`config.mk`:
```
export PLATFORM = sky130hd
export DESIGN_NAME = ser_cfg_port
export DESIGN_NICKNAME = d
export VERILOG_FILES = /design/src/rtl/ser_cfg_pkg.sv /design/src/rtl/ser_cfg_sync.sv /design/src/rtl/ser_cfg_pulse.sv /design/src/rtl/ser_cfg_bank.sv /design/src/rtl/ser_cfg_port.sv
export SDC_FILE = /design/constraint.sdc
export NUM_CORES = 1
export LEC_CHECK = 0
export ABC_AREA = 0
export BUFFER_PORTS_ARGS = -buffer_cell sky130_fd_sc_hd__buf_2
export CAP_MARGIN = 20
export CORE_MARGIN = 3
export CORE_UTILIZATION = 58
export DETAILED_ROUTE_END_ITERATION = 7
export MAX_ROUTING_LAYER = met4
export PLACE_DENSITY = 0.77
export SLEW_MARGIN = 20
export SYNTH_ARGS = -nofsm -noshare
export SYNTH_HDL_FRONTEND = slang
export SYNTH_HIERARCHICAL = 1
export SYNTH_SLANG_ARGS = --single-unit
```
`constraint.sdc`:
```
create_clock -name clk -period 2.9 [get_ports clk]
set_clock_uncertainty 0.1 [all_clocks]
set_input_delay 0.29 -clock clk [delete_from_list [all_inputs] [get_ports clk]]
set_output_delay 0.29 -clock clk [all_outputs]
set_load 0.02 [all_outputs]
```
`src/rtl/ser_cfg_pkg.sv`:
```
package ser_cfg_pkg;

    typedef enum logic [2:0] {
        ST_IDLE  = 3'd0,
        ST_ADDR  = 3'd1,
        ST_CMD   = 3'd2,
        ST_WDATA = 3'd3,
        ST_WTAIL = 3'd4,
        ST_RDATA = 3'd5
    } cfg_state_e;

    typedef struct packed {
        logic stb_prev;
        logic lead_val;
    } pulse_regs_t;

endpackage

```
`src/rtl/ser_cfg_sync.sv`:
```
module ser_cfg_sync #(
    parameter int          WIDTH   = 2,
    parameter int          STAGES  = 2,
    parameter logic [WIDTH-1:0] RST_VAL = '0
) (
    input  logic             clk,
    input  logic             rst_n,
    input  logic [WIDTH-1:0] async_i,
    output logic [WIDTH-1:0] sync_o
);

    for (genvar b = 0; b < WIDTH; b++) begin : g_bit
        logic [STAGES-1:0] chain_d, chain_q;

        always_comb begin
            chain_d = {chain_q[STAGES-2:0], async_i[b]};
        end

        always_ff @(posedge clk or negedge rst_n) begin
            if (!rst_n) chain_q <= {STAGES{RST_VAL[b]}};
            else        chain_q <= chain_d;
        end

        assign sync_o[b] = chain_q[STAGES-1];
    end

endmodule

```
`src/rtl/ser_cfg_pulse.sv`:
```
module ser_cfg_pulse
    import ser_cfg_pkg::*;
(
    input  logic clk,
    input  logic rst_n,
    input  logic strobe_s,
    input  logic sdi_s,
    output logic bit_tick,
    output logic bit_val,
    output logic start_p,
    output logic abort_p
);

    pulse_regs_t r_d, r_q;
    logic lead, trail;

    always_comb begin
        r_d   = r_q;
        lead  = r_q.stb_prev & ~strobe_s;
        trail = ~r_q.stb_prev & strobe_s;
        r_d.stb_prev = strobe_s;
        if (lead) r_d.lead_val = sdi_s;
        start_p  = trail &  r_q.lead_val & ~sdi_s;
        abort_p  = trail & ~r_q.lead_val &  sdi_s;
        bit_tick = trail & (r_q.lead_val == sdi_s);
        bit_val  = sdi_s;
    end

    always_ff @(posedge clk or negedge rst_n) begin
        if (!rst_n) r_q <= '{stb_prev: 1'b1, lead_val: 1'b0};
        else        r_q <= r_d;
    end

endmodule

```
`src/rtl/ser_cfg_bank.sv`:
```
module ser_cfg_bank #(
    parameter int ADDR_W = 12,
    parameter int DATA_W = 8,
    parameter int DEPTH  = 64
) (
    input  logic              clk,
    input  logic              rst_n,
    input  logic              wr_en,
    input  logic [ADDR_W-1:0] addr,
    input  logic [DATA_W-1:0] wdata,
    output logic [DATA_W-1:0] rdata
);

    localparam int IDX_W = $clog2(DEPTH);

    logic [DATA_W-1:0] mem_d [DEPTH];
    logic [DATA_W-1:0] mem_q [DEPTH];
    logic              hit;
    logic [IDX_W-1:0]  idx;

    always_comb begin
        hit   = (int'(addr) < DEPTH);
        idx   = addr[IDX_W-1:0];
        rdata = hit ? mem_q[idx] : '0;
        for (int i = 0; i < DEPTH; i++) begin
            mem_d[i] = mem_q[i];
        end
        if (wr_en && hit) mem_d[idx] = wdata;
    end

    always_ff @(posedge clk or negedge rst_n) begin
        if (!rst_n) begin
            for (int i = 0; i < DEPTH; i++) mem_q[i] <= '0;
        end else begin
            for (int i = 0; i < DEPTH; i++) mem_q[i] <= mem_d[i];
        end
    end

endmodule

```
`src/rtl/ser_cfg_port.sv`:
```
module ser_cfg_port
    import ser_cfg_pkg::*;
#(
    parameter int ADDR_W       = 12,
    parameter int DATA_W       = 8,
    parameter int DEPTH        = 64,
    parameter int TAIL_STROBES = 2,
    parameter int SYNC_STAGES  = 2
) (
    input  logic clk,
    input  logic rst_n,
    input  logic strobe_n_i,
    input  logic sdi_i,
    output logic sdo_o
);

    localparam int CNT_MAX = (ADDR_W > DATA_W) ? ADDR_W : DATA_W;
    localparam int CNT_W   = $clog2(CNT_MAX + 1);

    typedef struct packed {
        cfg_state_e        state;
        logic [CNT_W-1:0]  cnt;
        logic [ADDR_W-1:0] addr;
        logic [DATA_W-1:0] shreg;
        logic              sdo;
    } fsm_t;

    fsm_t              f_d, f_q;
    logic [1:0]        sync_v;
    logic              bit_tick, bit_val, start_p, abort_p;
    logic              wr_en;
    logic [DATA_W-1:0] rdata;
    cfg_state_e        state_q;

    ser_cfg_sync #(
        .WIDTH  (2),
        .STAGES (SYNC_STAGES),
        .RST_VAL(2'b10)
    ) u_sync (
        .clk    (clk),
        .rst_n  (rst_n),
        .async_i({strobe_n_i, sdi_i}),
        .sync_o (sync_v)
    );

    ser_cfg_pulse u_pulse (
        .clk     (clk),
        .rst_n   (rst_n),
        .strobe_s(sync_v[1]),
        .sdi_s   (sync_v[0]),
        .bit_tick(bit_tick),
        .bit_val (bit_val),
        .start_p (start_p),
        .abort_p (abort_p)
    );

    ser_cfg_bank #(
        .ADDR_W(ADDR_W),
        .DATA_W(DATA_W),
        .DEPTH (DEPTH)
    ) u_bank (
        .clk  (clk),
        .rst_n(rst_n),
        .wr_en(wr_en),
        .addr (f_q.addr),
        .wdata(f_q.shreg),
        .rdata(rdata)
    );

    always_comb begin
        f_d   = f_q;
        wr_en = 1'b0;
        if (abort_p) begin
            f_d.state = ST_IDLE;
            f_d.cnt   = '0;
            f_d.sdo   = 1'b0;
        end else if (start_p) begin
            f_d.state = ST_ADDR;
            f_d.cnt   = '0;
            f_d.addr  = '0;
            f_d.sdo   = 1'b0;
        end else if (bit_tick) begin
            unique case (f_q.state)
                ST_ADDR: begin
                    f_d.addr = {bit_val, f_q.addr[ADDR_W-1:1]};
                    if (f_q.cnt == CNT_W'(ADDR_W - 1)) begin
                        f_d.state = ST_CMD;
                        f_d.cnt   = '0;
                    end else begin
                        f_d.cnt = f_q.cnt + 1'b1;
                    end
                end
                ST_CMD: begin
                    f_d.cnt = '0;
                    if (bit_val) begin
                        f_d.state = ST_WDATA;
                    end else begin
                        f_d.state = ST_RDATA;
                        f_d.shreg = rdata;
                        f_d.sdo   = rdata[0];
                    end
                end
                ST_WDATA: begin
                    f_d.shreg = {bit_val, f_q.shreg[DATA_W-1:1]};
                    if (f_q.cnt == CNT_W'(DATA_W - 1)) begin
                        f_d.state = ST_WTAIL;
                        f_d.cnt   = '0;
                    end else begin
                        f_d.cnt = f_q.cnt + 1'b1;
                    end
                end
                ST_WTAIL: begin
                    if (f_q.cnt == CNT_W'(TAIL_STROBES - 1)) begin
                        wr_en     = 1'b1;
                        f_d.state = ST_IDLE;
                        f_d.cnt   = '0;
                    end else begin
                        f_d.cnt = f_q.cnt + 1'b1;
                    end
                end
                ST_RDATA: begin
                    if (f_q.cnt == CNT_W'(DATA_W - 1)) begin
                        f_d.state = ST_IDLE;
                        f_d.cnt   = '0;
                        f_d.sdo   = 1'b0;
                    end else begin
                        f_d.shreg = f_q.shreg >> 1;
                        f_d.sdo   = f_q.shreg[1];
                        f_d.cnt   = f_q.cnt + 1'b1;
                    end
                end
                default: ;
            endcase
        end
    end

    always_ff @(posedge clk or negedge rst_n) begin
        if (!rst_n) f_q <= '{state: ST_IDLE, cnt: '0, addr: '0, shreg: '0, sdo: 1'b0};
        else        f_q <= f_d;
    end

    assign sdo_o   = f_q.sdo;
    assign state_q = f_q.state;

endmodule

```
==> run metrics, run 1 <==
initial antenna violation count 0; CP Class reg2reg; Vias/cell 6.66; worst skew pair latency 0.61 ns; largest net degree at the start of global routing 80; critical path data required time 3.29 ns; Final Slew Violations 0; Die Area 48500 um2; DR WL/cell 28.0 um; Crit path arrival time 3.26 ns; final net count 2049; CTS sink count 546; Max Cap Viol 0; Worst setup SP type flip-flop; Top Metal Used met4; Max Freq 348 MHz; RSZ-0062 raised after global routing true; Setup-failing EPs final 0; Fillers 3046; Leakage 0.0154 uW; worst rel slew slack 44.3%; syn avg cell area 13.8 um2; post-synthesis sequential area ratio 51.4%; number of distinct library cells after synthesis 79; Antenna diodes 0; CP Depth 11; CP cell instances buf_4 -> buf_4 -> buf_12 -> mux2_1 -> a221o_1 -> a32oi_1 -> nor2_1 -> nor3_1 -> a31oi_1 -> mux2i_1 -> o21ai_0; post-synth net total 1927; layout cells sized above 1 44.9%; routability congestion estimate 0.980; CP bufs+invs 3; metal2 WL 34.8 mm; FF-to-FF path depth 11; met3 routed WL 6.20 mm; Ports 5; Least-Margin Pin Slew 0.836 ns; vias in the first global route 18625; DRT met1 WL 30.4 mm; TritonCTS Buffers 55; 1st-pass router iterations 7; crit-path most repeated cell buf_4; Slowest cell on crit path dfrtp_4; drt total wl 75.0 mm; Register Area 13700 um2; run status finished, final reports clean; pwr/cell area 518 nW/um2; synthesized instance count 1921; endpoints failing hold 0; Design Power 15900 uW; first-pass GRT wire length 115 mm; grt total ovfl 0; H-tree depth 2; Core Region 44700 um2; Initial Utilization 59.5%; Synth async-reset ratio 100%; EDFF count, synth 0; CP max stage delay 0.51 ns; Clock Path Buffers 3; Clock Pin Slew Worst Setup and Hold Paths 0.06 ns; number of remaining DRC errors 0; DR iter-0 viols 1603; Buffers on Ports 4; clk root buf clkbuf_16; Top delay family on crit path compound AO/OA/AOI/OAI gates; Ys Warns 6; Period minus WS final 2.87 ns; mapped cell area 26600 um2; worst min-delay path class in2async; Core Util, Final 68.8%; area of the multi-input gates 12300 um2; most frequent cells in the layout dfrtp_1, mux2_2, buf_4; commonest non-fill, non-tap cell in the layout dfrtp_1; die outline width 220 um; num rows 77; DRT antenna net count 0; Die H 220 um; dpl hpwl 50.2 mm; fin crit share 99.1%; GRT Total Usage 32.6%; crit path capture type flip-flop; CP max FO 17; TritonCTS clock tree yes; Layout area overhead 15.7%; register bit total from synthesis 546; VDD IR-drop max 0.000618 V; ys flop type dfrtp_1; DR vias 17855
==> area by class of cell <==
class / count / share of cell area, %
well taps: 592 / 2.41
repair buffers: 213 / 6.90
flip-flops and latches: 546 / 44.5
clock inverters: 22 / 0.814
inverters: 7 / 0.0936
multi-input cells: 1220 / 40.0
clock buffers: 81 / 5.32
==> path summary, 6_finish.rpt <==
check,to,from,slack (ns)
setup / recovery,f_q[7]$_DFFE_PN0P_,f_q[10]$_DFFE_PN0P_,0.03
max in group asynchronous,u_bank/mem_q[122]$_DFFE_PN0P_,rst_n,1.55
setup reg to reg,f_q[7]$_DFFE_PN0P_,f_q[10]$_DFFE_PN0P_,0.03
hold reg to reg,u_sync/g_bit[1].chain_q[1]$_DFF_PN1_,u_sync/g_bit[1].chain_q[0]$_DFF_PN1_,0.26
hold / removal,u_bank/mem_q[465]$_DFFE_PN0P_,rst_n,0.20
min in group clk,u_sync/g_bit[1].chain_q[0]$_DFF_PN1_,strobe_n_i,0.23
==> worst reg2reg max path, stage by stage, from the launching register on <==
cell	delay, ns
dfrtp_4	0.51
buf_4	0.19
buf_4	0.17
buf_12	0.15
mux2_1	0.33
a221o_1	0.34
a32oi_1	0.18
nor2_1	0.12
nor3_1	0.28
a31oi_1	0.14
mux2i_1	0.14
o21ai_0	0.09
==> timing repair <==
action,CTS,global route
buffers inserted,3,10
hold buffers,3,0
setup endpoints to repair,5,127
resized for setup,10,35
hold endpoints to repair,71,0
gates cloned,0,0
pin swaps,0,10
==> flip-flops by register name, summed over array words and instances (netlist names) <==
register              count
f_q                      24
sdo_o                     1
state_q                   3
u_bank/mem_q            512
u_pulse/r_q               2
u_sync/g_bit.chain_q      4
==> stage by stage <==
stage | cell area (um2) | setup TNS, ns | worst slack [ns] | instances | hold WS [ns]
2_1_floorplan | 26600 | 0 | 0.0920 | 1921 | -0.106
3_3_place_gp | 28500 | -0.428 | -0.174 | 2562 | 0.232
3_5_place_dp | 28500 | -0.320 | -0.141 | 2562 | 0.239
4_1_cts | 30500 | 0 | 0.0156 | 2671 | 0.204
5_1_grt | 30800 | -1.54 | -0.0566 | 2681 | 0.216
6_report | 30800 | 0 | 0.0252 | 2681 | 0.202
==> synthesized netlist by cell type, types with 19 or more instances <==
cell type / instances / area (um2)
mux2_1: 69 / 777
nand2_1: 46 / 173
clkbuf_1: 67 / 251
nor2_8: 56 / 1120
mux2i_1: 56 / 561
mux4_2: 19 / 428
a22oi_1: 57 / 428
buf_2: 41 / 205
nor2_1: 48 / 180
dfrtp_1: 543 / 13600
mux2_2: 473 / 5330
a221oi_1: 87 / 762
a21oi_1: 36 / 180
o21ai_0: 49 / 245
==> power breakdown <==
group / internal [uW] / switching (uW) / total, uW
Clock: 4340 / 3000 / 7350
Sequential: 7670 / 120 / 7790
Combinational: 259 / 539 / 798
Total: 12300 / 3660 / 15900
==> cell families after synthesis <==
family	Yosys count	synth area share (%)
AOI/OAI and AO/OA	328	9.10
xor gates and xnor gates	2	0.0659
adders and majority gates	2	0.0941
buffers and inverters	155	3.07
DFF	546	51.4
muxes	619	26.8
and+or+nand+nor	269	9.50
==> metal layers <==
layer,vias to the layer above,GRT usage [%]
met5,-,-
met4,0,14.2
met3,258,6.63
met2,870,49.8
met1,9262,42.7
li1,7465,-
(Power assumes the default switching activity.)
==> run 2: changes to the inputs <==
--- a/config.mk
+++ b/config.mk
@@ -13,6 +13,7 @@
 export DETAILED_ROUTE_END_ITERATION = 7
 export MAX_ROUTING_LAYER = met4
 export PLACE_DENSITY = 0.77
+export REMOVE_ABC_BUFFERS = 1
 export SLEW_MARGIN = 20
 export SYNTH_ARGS = -nofsm -noshare
 export SYNTH_HDL_FRONTEND = slang
==> run 2 against run 1 <==
Against the previous run: fmax shrank 1.3%; global-route usage up 0.36 points; the run now ends with negative setup slack left; largest power group unchanged; highest routed layer unchanged; combinational power increased by 1%.
==> run metrics, run 2 (synthesized netlist as in run 1, its figures left out) <==
Vias/cell 6.74; Worst R2R Start f_q[10]$_DFFE_PN0P_; commonest non-fill, non-tap cell in the layout dfrtp_1; H-tree depth 2; largest registers u_bank/mem_q: 512 flops, f_q: 24 flops, u_sync/g_bit.chain_q: 4 flops; worst min-delay path class in2async; TritonCTS Buffers 55; Final Worst Setup Slack -0.0132 ns; final net count 2053; CP Launch Point f_q[10]$_DFFE_PN0P_; Worst setup SP type flip-flop; number of remaining DRC errors 0; crit path capture type flip-flop; Die Area 48500 um2; die outline width 220 um; pwr/cell area 503 nW/um2; endpoints failing hold 0; FF-to-FF path depth 14; layout cells sized above 1 46.0%; placed cell area 28500 um2; num rows 77; Final Slew Violations 0; TritonCTS clock tree yes; RSZ-0062 raised after global routing true; CP Class reg2reg; Clock Path Buffers 3; most flop-heavy register u_bank/mem_q; critical path data required time 3.31 ns; final hold slack 0.174 ns; initial antenna violation count 0; Largest register FFs 512; failing checks negative setup slack; grt total ovfl 0; CTS sink count 546; DR vias 18070; Worst R2R End f_q[8]$_DFFE_PN0P_; Least-Margin Pin Slew 1.09 ns; worst rel slew slack 26.6%; dpl hpwl 50.9 mm; Layout area overhead 15.9%; r2r setup slk -0.01 ns; most frequent cells in the layout dfrtp_1, mux2_2, buf_4; Period minus WS final 2.91 ns; VDD IR-drop max 0.000465 V; vias in the first global route 18556; Core Util, Final 68.9%; DRT antenna net count 0; DR WL/cell 28.7 um; worst skew pair latency 0.60 ns; Max Freq 343 MHz; Initial Utilization 59.5%; DP Worst Slack -0.165 ns; Design Area, Final 30800 um2; Design Power 15500 uW; CP max FO 14; run status finished with violations; Leakage 0.0154 uW; largest net degree at the start of global routing 74; Antenna diodes 0; drt total wl 77.0 mm; Clock Pin Slew Worst Setup and Hold Paths 0.06 ns; Buffers on Ports 4; 1st-pass router iterations 6; fin crit share 100%; GRT Total Usage 33.0%; Ports 5; first-pass GRT wire length 117 mm; Crit path arrival time 3.33 ns; clk root buf clkbuf_16; Die H 220 um; routability congestion estimate 1.03; Setup-failing EPs final 2; DR iter-0 viols 1934; Core Region 44700 um2; Max Cap Viol 0
[run 2: changes by cell type in the layout (fill, tap and decap cells not counted), sizes merged]
cell | previous run | this run
bufinv | 5 | 0
clkbuf | 81 | 86
clkinv | 16 | 11
buf | 210 | 213
clkinvlp | 0 | 2
[run 2: per-layer routing]
metal | GRT usage, % | vias up | routed length [um]
met5 | - | - | 0
met4 | 14.0 | 0 | 3800
met3 | 7.12 | 258 | 6440
met2 | 50.3 | 900 | 36000
met1 | 43.1 | 9452 | 30800
li1 | - | 7460 | -
[run 2: critical path, cell delays in order (launching register included)]
cell	delay, ns
dfrtp_4	0.51
buf_6	0.15
buf_4	0.17
nor2b_4	0.25
buf_12	0.20
a22oi_1	0.11
o22ai_1	0.33
nor4_2	0.07
and4b_1	0.20
a31oi_2	0.21
buf_4	0.15
nand2b_1	0.05
a21oi_1	0.13
a21oi_1	0.07
o21ai_1	0.14
[run 2: stage by stage]
step,TNS [ns],instances
4_1_cts,0,2678
3_3_place_gp,-32.91,2563
5_1_grt,-0.262,2681
2_1_floorplan,-1242.37,1773
3_5_place_dp,-33.54,2563
6_report,-0.0215,2681
[run 2: how the worst max path moves through the flow]
stage,to,slack (ns),cells after the start
global route,sdo_o$_DFFE_PN0P_,-0.09,10
detailed placement,f_q[8]$_DFFE_PN0P_,-0.17,13
global placement,f_q[8]$_DFFE_PN0P_,-0.14,13
finish,f_q[8]$_DFFE_PN0P_,-0.01,14
floorplan,sdo_o$_DFFE_PN0P_,-3.66,8
CTS,f_q[8]$_DFFE_PN0P_,0.002,14
[run 2: what timing repair did]
item	in CTS	in global routing
hold buffers	3	0
gates resized for setup	25	64
pin swaps	8	16
endpoints found under the hold margin	62	0
cloned	0	1
setup endpoints to repair	518	45
buffers inserted	13	3
[run 2: final cells by class]
cell class | count | area, um2
fillers | 3014 | 13900
flip-flops and latches | 546 | 13700
multi-input cells | 1220 | 12400
repair buffers | 217 | 2180
clock buffers | 85 | 1670
well taps | 592 | 741
clock inverters | 14 | 78.8
inverters | 7 | 33.8
[run 2: power by group]
group,internal [uW],switching [uW]
clock network,3940,2970
registers,7670,114
logic,268,540
total,11900,3620
==> run 3: changes to the inputs <==
--- a/config.mk
+++ b/config.mk
@@ -12,7 +12,7 @@
 export CORE_UTILIZATION = 58
 export DETAILED_ROUTE_END_ITERATION = 7
 export MAX_ROUTING_LAYER = met4
-export PLACE_DENSITY = 0.77
+export PLACE_DENSITY_LB_ADDON = 0.15
 export REMOVE_ABC_BUFFERS = 1
 export SLEW_MARGIN = 20
 export SYNTH_ARGS = -nofsm -noshare
==> run 3 against run 2 <==
Against the previous run: clock-buffer cell count increased by 6; sequential power about the same; critical path type unchanged; via count decreased by 3.4%; fmax increased by 0.83%; highest routed layer unchanged; largest cell class unchanged; register-to-register slack improved by 0.02 ns; routed wire length decreased by 2.1%; the run now ends clean.
==> run metrics, run 3 (synthesized netlist as in run 1, its figures left out) <==
number of remaining DRC errors 0; H-tree depth 2; Top Metal Used met4; Initial Utilization 59.5%; Worst setup SP type flip-flop; DR iter-0 viols 1556; FF-to-FF path depth 9; die outline width 220 um; first-pass GRT wire length 116 mm; Setup TNS 0 ns; Max Freq 346 MHz; routability congestion estimate 0.981; most frequent cells in the layout dfrtp_1, mux2_2, buf_4; fin crit share 99.6%; Worst R2R Start f_q[9]$_DFFE_PN0P_; Buffers on Ports 4; Leakage 0.0154 uW; DR WL/cell 28.1 um; layout cells sized above 1 45.7%; 1st-pass router iterations 7; CP max FO 9; TritonCTS clock tree yes; Die Area 48500 um2; critical path data required time 3.29 ns; Clock Path Buffers 3; Final Slew Violations 0; worst rel slew slack 22.3%; VDD IR-drop max 0.000515 V; Die H 220 um; clk root buf clkbuf_16; Worst R2R End sdo_o$_DFFE_PN0P_; Clock Pin Slew Worst Setup and Hold Paths 0.06 ns; Least-Margin Pin Slew 1.17 ns; Layout Cells excl Fill 2688; metal2 WL 35.1 mm; Largest register FFs 512; DR vias 17457; met3 routed WL 5.20 mm; Ports 5; endpoints failing hold 0; Cells after DPL 2566; DRT antenna net count 0; pwr/cell area 514 nW/um2; most flop-heavy register u_bank/mem_q; dpl hpwl 50.6 mm; drt total wl 75.4 mm; Crit path arrival time 3.28 ns; Core Region 44700 um2; DP Worst Slack -0.219 ns; run status finished, final reports clean; largest net degree at the start of global routing 83; initial antenna violation count 1; worst min-delay path class in2async; worst skew pair latency 0.61 ns; grt total ovfl 0; CP max stage delay 0.50 ns; final net count 2057; Setup-failing EPs final 0; Vias/cell 6.49; Period minus WS final 2.89 ns; r2r setup slk 0.01 ns; CTS sink count 546; num rows 77; CP Class reg2reg; largest registers u_bank/mem_q: 512 flops, f_q: 24 flops, u_sync/g_bit.chain_q: 4 flops; RSZ-0062 raised after global routing true; TritonCTS Buffers 56; vias in the first global route 18240; DRT met1 WL 32.0 mm; Slowest cell on crit path dfrtp_4; GRT Total Usage 32.9%; commonest non-fill, non-tap cell in the layout dfrtp_1; CP cell instances buf_12 -> mux4_2 -> mux2i_1 -> buf_4 -> o22ai_2 -> nand4b_1 -> o31a_1 -> a221oi_2 -> nor4_1; Layout area overhead 16.1%; Max Cap Viol 0; crit path capture type flip-flop; Final Worst Setup Slack 0.0108 ns
-- run 3: stage by stage --
stage / cell area [um2] / power, uW / util, % / hold slack, ns
floorplan: 25800 / 8230 / - / -0.106
global placement: 28500 / 8680 / 63.7 / 0.231
detailed placement: 28500 / 8690 / 63.7 / 0.241
CTS: 30600 / 16000 / 68.5 / 0.180
global route: 30900 / 16400 / 69.0 / 0.196
finish: 30900 / 15900 / 69.0 / 0.151
-- run 3: worst max-delay path: cells and delay by family, from the launching register on --
kind                   cells  cell delay (ns)
flip-flops                 1             0.50
AND/OR/NAND/NOR            2             0.38
AO/OA/AOI/OAI              3             0.78
multiplexers               2             0.69
buffers and inverters      2             0.30
-- run 3: layout make-up --
cell class	count	area (um2)
Timing Repair Buffer	220	2170
Antenna cell	1	2.50
Multi-Input combinational cell	1220	12400
Inverter	7	31.3
Sequential cell	546	13700
Clock buffer	91	1750
Tap cell	592	741
Clock inverter	11	108
Fill cell	3182	13800
-- run 3: power by group --
part,leakage [uW],internal [uW],switching (uW)
combinational,0.00693,269,537
sequential,0.00759,7670,114
clock,0.000922,4280,3000
-- run 3: what timing repair did --
action | CTS | global route
gates cloned | 0 | 0
gates resized for setup | 23 | 49
hold endpoints to repair | 58 | 0
pin swaps | 10 | 18
setup buffers | 11 | 6
hold buffers | 3 | 0
endpoints found under the setup margin | 517 | 497
-- run 3: worst max path at each step --
stage                                         from                             to  slack (ns)  cells after the start
final                           f_q[9]$_DFFE_PN0P_              sdo_o$_DFFE_PN0P_        0.01                      9
after detailed placement       f_q[10]$_DFFE_PN0P_             f_q[8]$_DFFE_PN0P_       -0.22                     14
after CTS                 u_pulse/r_q[1]$_DFF_PN1_  u_bank/mem_q[129]$_DFFE_PN0P_      -0.006                     10
after global placement         f_q[10]$_DFFE_PN0P_             f_q[8]$_DFFE_PN0P_       -0.24                     13
after global routing           f_q[10]$_DFFE_PN0P_             f_q[7]$_DFFE_PN0P_       -0.07                     12
after floorplan                f_q[10]$_DFFE_PN0P_              sdo_o$_DFFE_PN0P_       -3.66                      8
-- run 3: routing by layer --
layer / vias to the layer above / GRT usage, %
met4: 0 / 12.1
li1: 7478 / -
met5: - / -
met3: 183 / 6.67
met2: 608 / 50.1
met1: 9188 / 44.3
